[config.mk]
export PLATFORM = sky130hd
export DESIGN_NAME = gpio_bank_ctrl
export DESIGN_NICKNAME = d
export VERILOG_FILES = /design/src/rtl/gpio_bank_pkg.sv /design/src/rtl/gpio_sync2.sv /design/src/rtl/gpio_edge_bank.sv /design/src/rtl/gpio_regfile.sv /design/src/rtl/gpio_bank_ctrl.sv
export SDC_FILE = /design/constraint.sdc
export NUM_CORES = 1
export LEC_CHECK = 0
export BUFFER_PORTS_ARGS = -buffer_cell sky130_fd_sc_hd__buf_4
export CAP_MARGIN = 25
export CORE_MARGIN = 2
export CORE_UTILIZATION = 37
export CTS_BUF_LIST = sky130_fd_sc_hd__clkbuf_4 sky130_fd_sc_hd__clkbuf_8
export DETAILED_ROUTE_END_ITERATION = 10
export GPL_TIMING_DRIVEN = 0
export PLACE_DENSITY_LB_ADDON = 0.08
export SLEW_MARGIN = 20
export SYNTH_ARGS = -nofsm -noshare
export SYNTH_HDL_FRONTEND = slang
export SYNTH_SLANG_ARGS = --single-unit
[constraint.sdc]
create_clock -name clk -period 4.7 [get_ports clk]
set_input_delay 0.47 -clock clk [delete_from_list [all_inputs] [get_ports clk]]
set_output_delay 0.47 -clock clk [all_outputs]
set_load 0.05 [all_outputs]
[src/rtl/gpio_bank_pkg.sv]
package gpio_bank_pkg;
  localparam int unsigned LANE_W     = 32;
  localparam int unsigned FEAT_COUNT = 7;

  typedef enum logic [2:0] {
    F_LEVEL = 3'd0,
    F_DIR   = 3'd1,
    F_SET   = 3'd2,
    F_CLR   = 3'd3,
    F_RISE  = 3'd4,
    F_FALL  = 3'd5,
    F_STAT  = 3'd6
  } feat_e;

  // which function group a word index belongs to
  function automatic int unsigned feat_of(input int unsigned word, input int unsigned nbank);
    return word / nbank;
  endfunction

  // which bank inside that group
  function automatic int unsigned bank_of(input int unsigned word, input int unsigned nbank);
    return word % nbank;
  endfunction

  // pure-edge arithmetic shared by every bank
  function automatic logic [LANE_W-1:0] edge_mask(
      input logic [LANE_W-1:0] now_lvl, input logic [LANE_W-1:0] old_lvl,
      input logic [LANE_W-1:0] up_en,   input logic [LANE_W-1:0] dn_en);
    return ((now_lvl & ~old_lvl) & up_en) | ((~now_lvl & old_lvl) & dn_en);
  endfunction
endpackage

[src/rtl/gpio_sync2.sv]
module gpio_sync2 #(
  parameter int unsigned W = 64
) (
  input  logic         clk,
  input  logic         rst_n,
  input  logic [W-1:0] async_in,
  output logic [W-1:0] sync_out
);
  logic [W-1:0] stage1_q;
  logic [W-1:0] stage2_q;

  always_ff @(posedge clk or negedge rst_n) begin
    if (!rst_n) begin
      stage1_q <= '0;
      stage2_q <= '0;
    end else begin
      stage1_q <= async_in;
      stage2_q <= stage1_q;
    end
  end

  assign sync_out = stage2_q;
endmodule

[src/rtl/gpio_edge_bank.sv]
module gpio_edge_bank
  import gpio_bank_pkg::*;
(
  input  logic              clk,
  input  logic              rst_n,
  input  logic [LANE_W-1:0] level,
  input  logic [LANE_W-1:0] rise_en,
  input  logic [LANE_W-1:0] fall_en,
  input  logic [LANE_W-1:0] clr_mask,
  output logic [LANE_W-1:0] status,
  output logic [LANE_W-1:0] edge_hit
);
  logic [LANE_W-1:0] prev_q;
  logic [LANE_W-1:0] status_q;

  assign edge_hit = edge_mask(level, prev_q, rise_en, fall_en);

  always_ff @(posedge clk or negedge rst_n) begin
    if (!rst_n) begin
      prev_q   <= '0;
      status_q <= '0;
    end else begin
      prev_q   <= level;
      status_q <= (status_q & ~clr_mask) | edge_hit;
    end
  end

  assign status = status_q;

  // a set bit only drops when the clear mask named it
  p_sticky_r8: assert property (@(posedge clk) disable iff (!rst_n)
    rst_n |=> ((~status_q & $past(status_q) & ~$past(clr_mask)) == '0));

  // an edge in the same cycle as its clear leaves the bit set
  p_edge_wins_r9: assert property (@(posedge clk) disable iff (!rst_n)
    (edge_hit != '0) |=> ((status_q & $past(edge_hit)) == $past(edge_hit)));

  // a bit is only newly set by an enabled edge
  p_cause_r6: assert property (@(posedge clk) disable iff (!rst_n)
    rst_n |=> ((status_q & ~$past(status_q) & ~$past(edge_hit)) == '0));
endmodule

[src/rtl/gpio_regfile.sv]
module gpio_regfile
  import gpio_bank_pkg::*;
#(
  parameter int unsigned PINS   = 64,
  parameter int unsigned ADDR_W = 8
) (
  input  logic              clk,
  input  logic              rst_n,
  input  logic [ADDR_W-1:0] reg_addr,
  input  logic              reg_wr,
  input  logic [31:0]       reg_wdata,
  output logic [31:0]       reg_rdata,
  input  logic [PINS-1:0]   level,
  input  logic [PINS-1:0]   status,
  output logic [PINS-1:0]   dir_o,
  output logic [PINS-1:0]   out_o,
  output logic [PINS-1:0]   rise_o,
  output logic [PINS-1:0]   fall_o,
  output logic [PINS-1:0]   clr_o
);
  localparam int unsigned NBANK  = PINS / LANE_W;
  localparam int unsigned NWORDS = FEAT_COUNT * NBANK;
  localparam int unsigned BANK_W = (NBANK > 1) ? $clog2(NBANK) : 1;
  localparam int unsigned WORD_W = ADDR_W - 2;

  logic [WORD_W-1:0] word_idx;
  logic              mapped;
  feat_e             feat_i;
  logic [BANK_W-1:0] bank_i;

  assign word_idx = reg_addr[ADDR_W-1:2];
  assign mapped   = (reg_addr[1:0] == 2'b00) && (int'(word_idx) < int'(NWORDS));
  assign feat_i   = feat_e'(feat_of(int'(word_idx), NBANK));
  assign bank_i   = BANK_W'(bank_of(int'(word_idx), NBANK));

  logic [LANE_W-1:0] dir_q  [NBANK];
  logic [LANE_W-1:0] out_q  [NBANK];
  logic [LANE_W-1:0] rise_q [NBANK];
  logic [LANE_W-1:0] fall_q [NBANK];
  logic [LANE_W-1:0] lvl_w  [NBANK];
  logic [LANE_W-1:0] stat_w [NBANK];

  logic [NBANK-1:0] dir_we, set_we, clr_we, rise_we, fall_we, stat_we;

  for (genvar b = 0; b < NBANK; b++) begin : g_bank
    logic sel;
    assign sel        = reg_wr && mapped && (bank_i == BANK_W'(b));
    assign dir_we[b]  = sel && (feat_i == F_DIR);
    assign set_we[b]  = sel && (feat_i == F_SET);
    assign clr_we[b]  = sel && (feat_i == F_CLR);
    assign rise_we[b] = sel && (feat_i == F_RISE);
    assign fall_we[b] = sel && (feat_i == F_FALL);
    assign stat_we[b] = sel && (feat_i == F_STAT);

    always_ff @(posedge clk or negedge rst_n) begin
      if (!rst_n) begin
        dir_q[b]  <= '0;
        out_q[b]  <= '0;
        rise_q[b] <= '0;
        fall_q[b] <= '0;
      end else begin
        if (dir_we[b])  dir_q[b]  <= reg_wdata;
        if (set_we[b])  out_q[b]  <= out_q[b] | reg_wdata;
        else if (clr_we[b]) out_q[b] <= out_q[b] & ~reg_wdata;
        if (rise_we[b]) rise_q[b] <= reg_wdata;
        if (fall_we[b]) fall_q[b] <= reg_wdata;
      end
    end

    assign lvl_w[b]  = level[b*LANE_W +: LANE_W];
    assign stat_w[b] = status[b*LANE_W +: LANE_W];
    assign dir_o[b*LANE_W +: LANE_W]  = dir_q[b];
    assign out_o[b*LANE_W +: LANE_W]  = out_q[b];
    assign rise_o[b*LANE_W +: LANE_W] = rise_q[b];
    assign fall_o[b*LANE_W +: LANE_W] = fall_q[b];
    assign clr_o[b*LANE_W +: LANE_W]  = stat_we[b] ? reg_wdata : '0;

    // set bits are high in the latch after a set write
    p_set_r4: assert property (@(posedge clk) disable iff (!rst_n)
      set_we[b] |=> ((out_q[b] & $past(reg_wdata)) == $past(reg_wdata)));

    // cleared bits are low in the latch after a clear write
    p_clear_r5: assert property (@(posedge clk) disable iff (!rst_n)
      clr_we[b] |=> ((out_q[b] & $past(reg_wdata)) == '0));

    // direction only moves on its own write
    p_dir_hold_r3: assert property (@(posedge clk) disable iff (!rst_n)
      !dir_we[b] |=> $stable(dir_q[b]));
  end

  always_comb begin
    reg_rdata = '0;
    if (mapped) begin
      unique case (feat_i)
        F_LEVEL:       reg_rdata = lvl_w[bank_i];
        F_DIR:         reg_rdata = dir_q[bank_i];
        F_SET, F_CLR:  reg_rdata = out_q[bank_i];
        F_RISE:        reg_rdata = rise_q[bank_i];
        F_FALL:        reg_rdata = fall_q[bank_i];
        F_STAT:        reg_rdata = stat_w[bank_i];
        default:       reg_rdata = '0;
      endcase
    end
  end
endmodule

[src/rtl/gpio_bank_ctrl.sv]
module gpio_bank_ctrl
  import gpio_bank_pkg::*;
#(
  parameter int unsigned PINS   = 64,
  parameter int unsigned ADDR_W = 8
) (
  input  logic              clk,
  input  logic              rst_n,
  input  logic [ADDR_W-1:0] reg_addr,
  input  logic              reg_wr,
  input  logic [31:0]       reg_wdata,
  output logic [31:0]       reg_rdata,
  input  logic [PINS-1:0]   pad_in,
  output logic [PINS-1:0]   pad_out,
  output logic [PINS-1:0]   pad_oe,
  output logic              irq
);
  localparam int unsigned NBANK = PINS / LANE_W;

  logic [PINS-1:0] level_s;
  logic [PINS-1:0] status_all;
  logic [PINS-1:0] edge_all;
  logic [PINS-1:0] rise_en, fall_en, clr_mask;

  gpio_sync2 #(.W(PINS)) u_sync (
    .clk      (clk),
    .rst_n    (rst_n),
    .async_in (pad_in),
    .sync_out (level_s)
  );

  gpio_regfile #(.PINS(PINS), .ADDR_W(ADDR_W)) u_regs (
    .clk       (clk),
    .rst_n     (rst_n),
    .reg_addr  (reg_addr),
    .reg_wr    (reg_wr),
    .reg_wdata (reg_wdata),
    .reg_rdata (reg_rdata),
    .level     (level_s),
    .status    (status_all),
    .dir_o     (pad_oe),
    .out_o     (pad_out),
    .rise_o    (rise_en),
    .fall_o    (fall_en),
    .clr_o     (clr_mask)
  );

  for (genvar b = 0; b < NBANK; b++) begin : g_edge
    gpio_edge_bank u_edge (
      .clk      (clk),
      .rst_n    (rst_n),
      .level    (level_s [b*LANE_W +: LANE_W]),
      .rise_en  (rise_en [b*LANE_W +: LANE_W]),
      .fall_en  (fall_en [b*LANE_W +: LANE_W]),
      .clr_mask (clr_mask[b*LANE_W +: LANE_W]),
      .status   (status_all[b*LANE_W +: LANE_W]),
      .edge_hit (edge_all  [b*LANE_W +: LANE_W])
    );
  end

  assign irq = |status_all;

  // the line holds while nobody clears status
  p_irq_hold_r10: assert property (@(posedge clk) disable iff (!rst_n)
    (irq && (clr_mask == '0)) |=> irq);

  // the line stays low while no enabled edge arrives
  p_irq_quiet_r10: assert property (@(posedge clk) disable iff (!rst_n)
    (!irq && (edge_all == '0)) |=> !irq);
endmodule

==> results.tsv <==
metric	value	unit
status	completed	
largest net degree at the start of global routing	93	
GP Congestion	0.915	
WP buf/inv	6	
slowest stage delay, CP	0.72	ns
fin area	27600	sq um
# H-tree levels	3	
CP max FO	10	
first-pass GRT wire length	124	mm
Setup crit start kind	input pin	
Max IR drop VDD	0.175	mV
total routed wirelength	86.1	mm
PortBufs	233	
Worst Setup Slack, final	0.479	ns
Synth Register Bits	512	
crit path to	reg_rdata[10]	
delay-heaviest family, CP	buffers and inverters	
Clock Latency Late Sink	0.69	ns
IO Count	268	
Max Cap Viol	0	
fraction of registers with async set/reset	100	%
CP Class	in -> out	
count of cell types in the netlist	47	
RSZ-0062 raised after global routing	no	
WP depth	9	
fillers	5410	
Die Wd	249	um
PostCTS Resize Cnt	0	
Layout area overhead	24.4	%
HPWL after DPL	57.7	mm
initial antenna violation count	7	
cell taking the most area after synthesis	dfrtp_1	
nets	2267	
worst slack at placement	0.591	ns
Slowest cell on crit path	clkbuf_1	
Die Area	61900	sq um
Die Ht	249	um
WHS Path Cells	2	
total gr overflow	0	
hold buffer count at cts	65	
post-synth top area share	57.8	%
final setup fails	0	
worst hold path type	in -> reg	
clk buf depth	3	
Pins Over Slew Limit	0	
worst setup path start	reg_addr[5]	
fin crit share	89.8	%
Detailed Routing Iterations Pass 1	5	
clock-pin transition on the worst setup and hold timing paths	0.06	ns
Post-Syn Nets	1868	
# DRC	0	
share of cells above drive strength 1	34.2	%
post-CTS setup buffers	0	
drt initial violations	1678	
commonest non-fill, non-tap cells in the layout	dfrtp_1, buf_4, mux2_2	
PwrDens	366	nW/um^2
placed inst area	25100	sq um
row count	89	
vias	16956	
Worst-Margin Slew	1.23	ns
most common cell after layout, fill and taps aside	dfrtp_1	
TritonCTS buffer count	90	
GRT Total Usage	27.7	%
Hold WS	0.0517	ns
Max Clk Rate	237	MHz
Rel. slew slack	17.4	%
Root Buffer	clkbuf_8	
Main synth FF type	dfrtp_1	
Ys Warns	0	
post-layout min period	4.22	ns
R2R Setup Slk	3.78	ns
Mapped Cells	1761	
Leak	12.5	nW
EDFF count, synth	0	
vias per cell	5.66	
Critical Path, Cell by Cell	buf_4 -> buf_2 -> clkbuf_1 -> buf_2 -> nand3_1 -> nand2_1 -> clkbuf_1 -> a21oi_1 -> buf_4	
Synth area leaders	dfrtp_1, mux2_2, mux2i_1	
final hold vios	0	
WL per Instance	28.8	um
CTS tree	built	
DRT antenna net count	0	
register area share after synthesis	57.8	%
Post-Syn Area	22200	sq um
Worst Path Required	4.23	ns
worst r2r path cells	1	
initial cell density of the core	37.5	%
worst path arrival time	3.75	ns
average cell area after synthesis	12.6	sq um
Final Util	46.7	%
clk_skew	0.0263	ns
Clock Sinks	512	
Core Region	59100	sq um
Worst Setup End Kind	output pin	
Final Power	10.1	mW
vias in the first global route	17181	
-- final cells by class --
type | instances | area, sq um | area share, %
sequential | 512 | 12800 | 46.4
multi-input combinational | 1075 | 8410 | 30.5
timing repair buffer | 307 | 2610 | 9.44
clock buffer | 143 | 1790 | 6.47
tap | 773 | 967 | 3.50
buffer | 139 | 837 | 3.03
inverter | 35 | 131 | 0.476
clock inverter | 7 | 40.0 | 0.145
antenna | 3 | 7.51 | 0.0272
-- cell families after synthesis --
group,count (synthesis),synth area share (%)
AOI/OAI and AO/OA,372,10.9
buffers and inverters,174,4.36
DFF,512,57.8
muxes,348,17.6
and+or+nand+nor,355,9.45
-- worst min path at each step --
stage / from / end / slack [ns]
after CTS: reg_wdata[6] / u_regs.fall_o[38] / 0.009
after global placement: u_sync.stage1_q[30] / u_sync.sync_out[30] / 0.34
after global routing: reg_wdata[25] / u_regs.fall_o[25] / 0.03
after detailed placement: u_sync.stage1_q[26] / u_sync.sync_out[26] / 0.33
final: reg_wdata[6] / u_regs.fall_o[38] / 0.05
after floorplan: rst_n / async pin / 0.17
-- cells in the mapped netlist, types with 7 or more instances --
master and number:
buf_2 42, o211ai_1 69, o21ai_0 104, nor4_1 17, mux2i_1 108, clkbuf_1 55, nand3b_1 74, a21oi_1 83
inv_1 34, buf_1 7, o22ai_1 24, mux2_4 30, nand2_1 139, mux2_1 7, or3b_2 41, o22a_1 28
dfrtp_1 512, buf_6 33, a22o_1 32, nand3_1 42, mux2_2 203
-- per-layer routing --
layer / share of wire (%) / track usage [%] / up-vias
met5: 0.046 / 0 / -
met4: 3.7 / 10.6 / 6
met3: 8.3 / 6.35 / 202
met2: 45 / 42.0 / 825
met1: 43 / 38.5 / 8712
li1: - / - / 7211
-- power breakdown --
group	internal (mW)	switching, mW	total [mW]
Clock	2.38	1.85	4.23
Sequential	4.62	0.187	4.80
Combinational	0.396	0.677	1.07
Total	7.39	2.72	10.1
-- through the flow --
step	TNS, ns	cells
3_5_place_dp	0	2776
2_1_floorplan	0	1761
4_1_cts	0	2991
3_3_place_gp	-1194.00	2767
5_1_grt	0	2993
6_report	0	2994
(Power assumes the default switching activity.)
